[src/rtl/sld_pkg.sv]
package sld_pkg;

  typedef enum logic [2:0] {
    S_HDR  = 3'd0,  // collecting preamble and command
    S_ECHO = 3'd1,  // command echo waiting for the transmitter
    S_ERR  = 3'd2,  // repeating the error code
    S_RUN  = 3'd3,  // control handed to the record parser
    S_HALT = 3'd4   // locked until reset
  } sld_state_e;

endpackage

[src/rtl/sld_byte_count.sv]
module sld_byte_count #(
  parameter int LIMIT = 4
) (
  input  logic clk,
  input  logic rst_n,
  input  logic inc,
  output logic at_limit
);
  localparam int CW = $clog2(LIMIT + 1);
  localparam logic [CW-1:0] LIM = CW'(LIMIT);

  logic [CW-1:0] cnt_q, cnt_d;
  logic          cnt_en;

  assign at_limit = (cnt_q == LIM);
  assign cnt_en   = inc && !at_limit;

  always_comb begin
    cnt_d = cnt_q;
    if (cnt_en) cnt_d = cnt_q + CW'(1);
  end

  always_ff @(posedge clk or negedge rst_n) begin
    if (!rst_n)      cnt_q <= '0;
    else if (cnt_en) cnt_q <= cnt_d;
  end
endmodule

[src/rtl/sld_cmd_match.sv]
module sld_cmd_match #(
  parameter int                 DATA_W   = 8,
  parameter logic [DATA_W-1:0]  CMD_LOAD = 'h60
) (
  input  logic [DATA_W-1:0] byte_i,
  output logic              hit
);
  logic [DATA_W-1:0] diff;

  for (genvar i = 0; i < DATA_W; i++) begin : g_bit
    assign diff[i] = byte_i[i] ^ CMD_LOAD[i];
  end

  assign hit = ~|diff;
endmodule

[src/rtl/sld_tx_slot.sv]
module sld_tx_slot #(
  parameter int DATA_W = 8,
  parameter int REP_W  = 2
) (
  input  logic              clk,
  input  logic              rst_n,
  input  logic              load,
  input  logic [DATA_W-1:0] load_data,
  input  logic [REP_W-1:0]  load_reps,
  input  logic              flush,
  input  logic              tx_ready,
  output logic              tx_valid,
  output logic [DATA_W-1:0] tx_data,
  output logic              fire,
  output logic              last_fire
);
  logic              vld_q, vld_d;
  logic [DATA_W-1:0] dat_q, dat_d;
  logic [REP_W-1:0]  rem_q, rem_d;
  logic              upd_en;

  assign fire      = vld_q && tx_ready;
  assign last_fire = fire && (rem_q == REP_W'(1));
  assign tx_valid  = vld_q;
  assign tx_data   = dat_q;
  assign upd_en    = flush || load || fire;

  always_comb begin
    vld_d = vld_q;
    dat_d = dat_q;
    rem_d = rem_q;
    if (flush) begin
      vld_d = 1'b0;
      rem_d = '0;
    end else if (load) begin
      vld_d = 1'b1;
      dat_d = load_data;
      rem_d = load_reps;
    end else if (fire) begin
      rem_d = rem_q - REP_W'(1);
      if (rem_q == REP_W'(1)) vld_d = 1'b0;
    end
  end

  always_ff @(posedge clk or negedge rst_n) begin
    if (!rst_n) begin
      vld_q <= 1'b0;
      dat_q <= '0;
      rem_q <= '0;
    end else if (upd_en) begin
      vld_q <= vld_d;
      dat_q <= dat_d;
      rem_q <= rem_d;
    end
  end
endmodule

[src/rtl/serial_loader_front.sv]
module serial_loader_front #(
  parameter int                DATA_W       = 8,
  parameter int                PREAMBLE_LEN = 4,
  parameter logic [DATA_W-1:0] CMD_LOAD     = 'h60,
  parameter logic [DATA_W-1:0] ERR_CODE     = 'h63,
  parameter int                ERR_REPEAT   = 3
) (
  input  logic              clk,
  input  logic              rst_n,
  input  logic              rx_valid,
  input  logic [DATA_W-1:0] rx_data,
  input  logic              rx_err,
  input  logic              tx_ready,
  output logic              tx_valid,
  output logic [DATA_W-1:0] tx_data,
  output logic              load_go,
  output logic              halted
);
  import sld_pkg::*;

  localparam int REP_W = $clog2(ERR_REPEAT + 1);

  sld_state_e        state_q, state_d;
  logic              go_q, go_d;
  logic              run_q;
  logic              at_cmd, cmd_hit;
  logic              cnt_inc;
  logic              slot_load, slot_flush;
  logic [DATA_W-1:0] slot_data;
  logic [REP_W-1:0]  slot_reps;
  logic              fire, last_fire;
  logic              overrun;

  sld_byte_count #(.LIMIT(PREAMBLE_LEN)) u_count (
    .clk      (clk),
    .rst_n    (rst_n),
    .inc      (cnt_inc),
    .at_limit (at_cmd)
  );

  sld_cmd_match #(.DATA_W(DATA_W), .CMD_LOAD(CMD_LOAD)) u_match (
    .byte_i (rx_data),
    .hit    (cmd_hit)
  );

  sld_tx_slot #(.DATA_W(DATA_W), .REP_W(REP_W)) u_slot (
    .clk       (clk),
    .rst_n     (rst_n),
    .load      (slot_load),
    .load_data (slot_data),
    .load_reps (slot_reps),
    .flush     (slot_flush),
    .tx_ready  (tx_ready),
    .tx_valid  (tx_valid),
    .tx_data   (tx_data),
    .fire      (fire),
    .last_fire (last_fire)
  );

  // a byte lands while the waiting reply is not taken this cycle
  assign overrun = rx_valid && tx_valid && !fire;

  always_comb begin
    state_d    = state_q;
    go_d       = 1'b0;
    cnt_inc    = 1'b0;
    slot_load  = 1'b0;
    slot_flush = 1'b0;
    slot_data  = rx_data;
    slot_reps  = REP_W'(1);
    unique case (state_q)
      S_HDR: begin
        if (rx_err || overrun) begin
          state_d    = S_HALT;
          slot_flush = 1'b1;
        end else if (rx_valid) begin
          slot_load = 1'b1;
          if (!at_cmd) begin
            cnt_inc = 1'b1;
          end else if (cmd_hit) begin
            slot_data = CMD_LOAD;
            state_d   = S_ECHO;
          end else begin
            slot_data = ERR_CODE;
            slot_reps = REP_W'(ERR_REPEAT);
            state_d   = S_ERR;
          end
        end
      end
      S_ECHO: begin
        if (rx_err) begin
          state_d    = S_HALT;
          slot_flush = 1'b1;
        end else if (fire) begin
          state_d = S_RUN;
          go_d    = 1'b1;
        end else if (rx_valid) begin
          state_d    = S_HALT;
          slot_flush = 1'b1;
        end
      end
      S_ERR: begin
        if (rx_err || overrun) begin
          state_d    = S_HALT;
          slot_flush = 1'b1;
        end else if (last_fire) begin
          state_d = S_HALT;
        end
      end
      S_RUN:   state_d = S_RUN;
      S_HALT:  state_d = S_HALT;
      default: begin
        state_d    = S_HALT;
        slot_flush = 1'b1;
      end
    endcase
  end

  always_ff @(posedge clk or negedge rst_n) begin
    if (!rst_n) begin
      state_q <= S_HDR;
      go_q    <= 1'b0;
    end else begin
      state_q <= state_d;
      go_q    <= go_d;
    end
  end

  assign run_q   = (state_q == S_RUN);
  assign load_go = go_q;
  assign halted  = (state_q == S_HALT);
endmodule

[config.mk]
export PLATFORM = sky130hd
export DESIGN_NAME = serial_loader_front
export DESIGN_NICKNAME = d
export VERILOG_FILES = /design/src/rtl/sld_pkg.sv /design/src/rtl/sld_byte_count.sv /design/src/rtl/sld_cmd_match.sv /design/src/rtl/sld_tx_slot.sv /design/src/rtl/serial_loader_front.sv
export SDC_FILE = /design/constraint.sdc
export NUM_CORES = 1
export LEC_CHECK = 0
export BUFFER_PORTS_ARGS = -buffer_cell sky130_fd_sc_hd__buf_2
export CORE_ASPECT_RATIO = 0.9
export CORE_MARGIN = 3
export CORE_UTILIZATION = 45
export CTS_BUF_LIST = sky130_fd_sc_hd__clkbuf_16
export DETAILED_ROUTE_END_ITERATION = 6
export PLACE_DENSITY = 0.69
export SLEW_MARGIN = 20
export SYNTH_ARGS = -nofsm -noshare
export SYNTH_HDL_FRONTEND = slang
export SYNTH_SLANG_ARGS = --single-unit
[constraint.sdc]
create_clock -name clk -period 2.7 [get_ports clk]
set_clock_uncertainty 0.1 [all_clocks]
set_input_delay 0.54 -clock clk [delete_from_list [all_inputs] [get_ports clk]]
set_output_delay 0.54 -clock clk [all_outputs]
set_load 0.01 [all_outputs]
==> impl_metrics.yaml <==
status:
  status: "finished, final reports clean"
detailed_routing:
  ant_nets: 0
  route.met2.wl_mm: 1.022
  drc_errors: 0
  vias: 857
  avgRoutedWirePerCell_um: 13.80
  met1_length_um: 923
  dr.first_iter.drc_count: 10
  firstDrtPassIters: 5
  viasPerCell: 5.675
  routed_wl_mm: 2.084
  top_layer: "met4"
  wl_met3_um: 116
cts:
  clk_pin_slew_ns: 0.05
  cts.sinks: 18
  numCtsBuffers: 3
  cts_setup_buffers: 0
  htreeDepth: 1
  root_buffer: "clkbuf_16"
  ctsResizeCount: 0
  cts_tree: "yes"
  postCtsHoldBufs: 0
  insertion_delay_ns: 0.25
  clk_path_buf_depth: 2
global_route:
  groute.usage.overall: 0.1646
  grt_pass1_wl_mm: 3.560
  grt_max_degree: 19
  grt_pass1_vias: 787
  gr-total-overflow: 0
  antenna_found_initial: 0
worst_setup_path:
  critPathRequiredTime_ns: 2.73
  crit_path_max_fanout: 11
  critPathArrivalTime_ns: 2.02
  critical_path.cell_chain: "or3_4, nor4b_4, buf_4, nand2_2, mux2_4"
  r2r-start: "state_q[1]$_DFFE_PN0P_"
  worstSetupStartpointType: "register"
  cp.buffers_inverters: 1
  critPathCaptureType: "register"
  crit_type: "register to register"
  critPathTopFamily: "simple AND/OR/NAND/NOR gates"
  setup.worst_path.start: "state_q[1]$_DFFE_PN0P_"
  crit_path_top_delay_cell: "dfrtp_1"
  slowest_delay_ns: 0.50
sta:
  setup_tns_ns: 0
  setup_viol_count_final: 0
  max-slew-margin-rel: 0.6554
  tightest_slew_ns: 0.5122
  fin_ws_ns: 0.7144
  slew_viol_final: 0
  finalCritPeriodShare: 0.7354
  rsz0062_at_grt: "no"
  fmax_ghz: 0.5036
  finalHoldViolCount: 0
  min_period_ns: 1.986
die:
  fp-row-count: 15
  ios: 24
  start_util: 0.4984
  dieArea_sq_um: 2827
  die_x_um: 55.72
  core_area_sq_um: 2008
  die_y_um: 50.75
pwr:
  leakagePower_nw: 0.5786
  p_per_area_nw_per_um2: 1019
  peakVddDrop_mv: 0.5269
synthesis:
  ys.flop_type: "dfrtp_1"
  syn_area_per_cell_sq_um: 9.625
  synth_cell_type_count: 34
  synth_async_sr_flop_share: 1.000
  synth_seq_cells: 18
  synth.net_count: 120
  syn-instance-count: 104
  yosys_warnings: 0
  synth-edff-count: 0
  ys_seq_area_frac: 0.4500
  synth.cell_area_sq_um: 1001
final_layout:
  layout_commonest_cell: "buf_2"
  area_growth_pct: 19.50
  fin_area_sq_um: 1196
  antenna_cells: 0
  layout-drive-gt1-share: 0.2698
  fin_nets: 143
  layout_common_cells: "buf_2 (23), nand2_1 (18), dfrtp_1 (18), nand3_1 (9), o21ai_0 (9)"
run:
  maxCapViolCount: 0
place:
  dp_slack_ns: 0.7482
  dpl_cell_area_sq_um: 1117
  dp_hpwl_mm: 1.510
  port_buffers: 23
  place_congestion: 0.9281
hold_path:
  worstHoldPathType: "input port to async pin"
## sequential cells by signal, indices dropped and copies added (netlist names)
register / count
u_slot.tx_valid: 1
u_count.cnt_q: 3
u_slot.tx_data: 8
state_q: 3
load_go: 1
u_slot.rem_q: 2
## layout make-up
| class | count | area (sq um) |
|---|---|---|
| fill | 162 | 812.0 |
| multi-input combinational | 75 | 494.2 |
| sequential | 18 | 450.4 |
| timing repair buffer | 24 | 122.6 |
| clock buffer | 3 | 75.07 |
| tap | 25 | 31.28 |
| inverter | 5 | 18.77 |
| clock inverter | 1 | 3.754 |
## cell families after synthesis
family,after synthesis,synth area share
xor gates and xnor gates,3,0.02625
muxes,4,0.04500
DFF,18,0.4500
AOI/OAI and AO/OA,21,0.1413
and+or+nand+nor,44,0.2438
buffers and inverters,11,0.05625
adders and majority gates,3,0.03750
## per-layer routing
layer | vias to the layer above | track usage
met5 | - | 0
met4 | 0 | 0.04858
met3 | 5 | 0.06170
li1 | 419 | -
met1 | 404 | 0.2103
met2 | 29 | 0.2598
## cell usage after synthesis, drive strengths merged (2+ instances only)
cell	n	area share
buf	2	0.022
nand3	9	0.045
o21ai	10	0.050
nand2	19	0.074
xnor2	2	0.018
and3b	2	0.018
ha	3	0.038
inv	5	0.019
nor4	3	0.019
clkbuf	4	0.015
nor2	3	0.011
dfrtp	18	0.45
a221oi	2	0.018
nor3	2	0.010
mux2i	3	0.030
## final timing paths
kind / slack [ns] / end / depth (start not counted)
worst max-delay path: 0.71 / u_count.cnt_q[1]$_DFFE_PN0P_ / 5
max in group asynchronous: 2.10 / u_slot.rem_q[0]$_DFFE_PN0P_ / 1
worst min-delay path: 0.11 / u_slot.tx_data[6]$_DFFE_PN0P_ / 1
min in group clk: 0.36 / u_slot.tx_data[3]$_DFFE_PN0P_ / 2
worst min register to register: 0.36 / u_slot.tx_data[3]$_DFFE_PN0P_ / 2
worst max register to register: 0.71 / u_count.cnt_q[1]$_DFFE_PN0P_ / 5
## worst reg2reg max path, cell delays in order (launching register included)
cell and delay (ns):
dfrtp_1 0.50, or3_4 0.47, nor4b_4 0.21, buf_4 0.20, nand2_2 0.09, mux2_4 0.30
## stage by stage
| stage | util | hold slack (ns) | cells | total power (W) |
|---|---|---|---|---|
| 2_1_floorplan | - | 0.1444 | 104 | 0.0007721 |
| 3_3_place_gp | 0.5564 | 0.3487 | 147 | 0.0009107 |
| 3_5_place_dp | 0.5564 | 0.3515 | 147 | 0.0009206 |
| 4_1_cts | 0.5956 | 0.1289 | 151 | 0.001229 |
| 5_1_grt | 0.5956 | 0.1491 | 151 | 0.001313 |
| 6_report | 0.5956 | 0.1094 | 151 | 0.001219 |
## power by group
group / internal (W) / switching [W]
combinational: 0.000204 / 0.000246
sequential: 0.000379 / 0.0000894
clock: 0.000197 / 0.000103
Power figures use the tool's default switching activity.
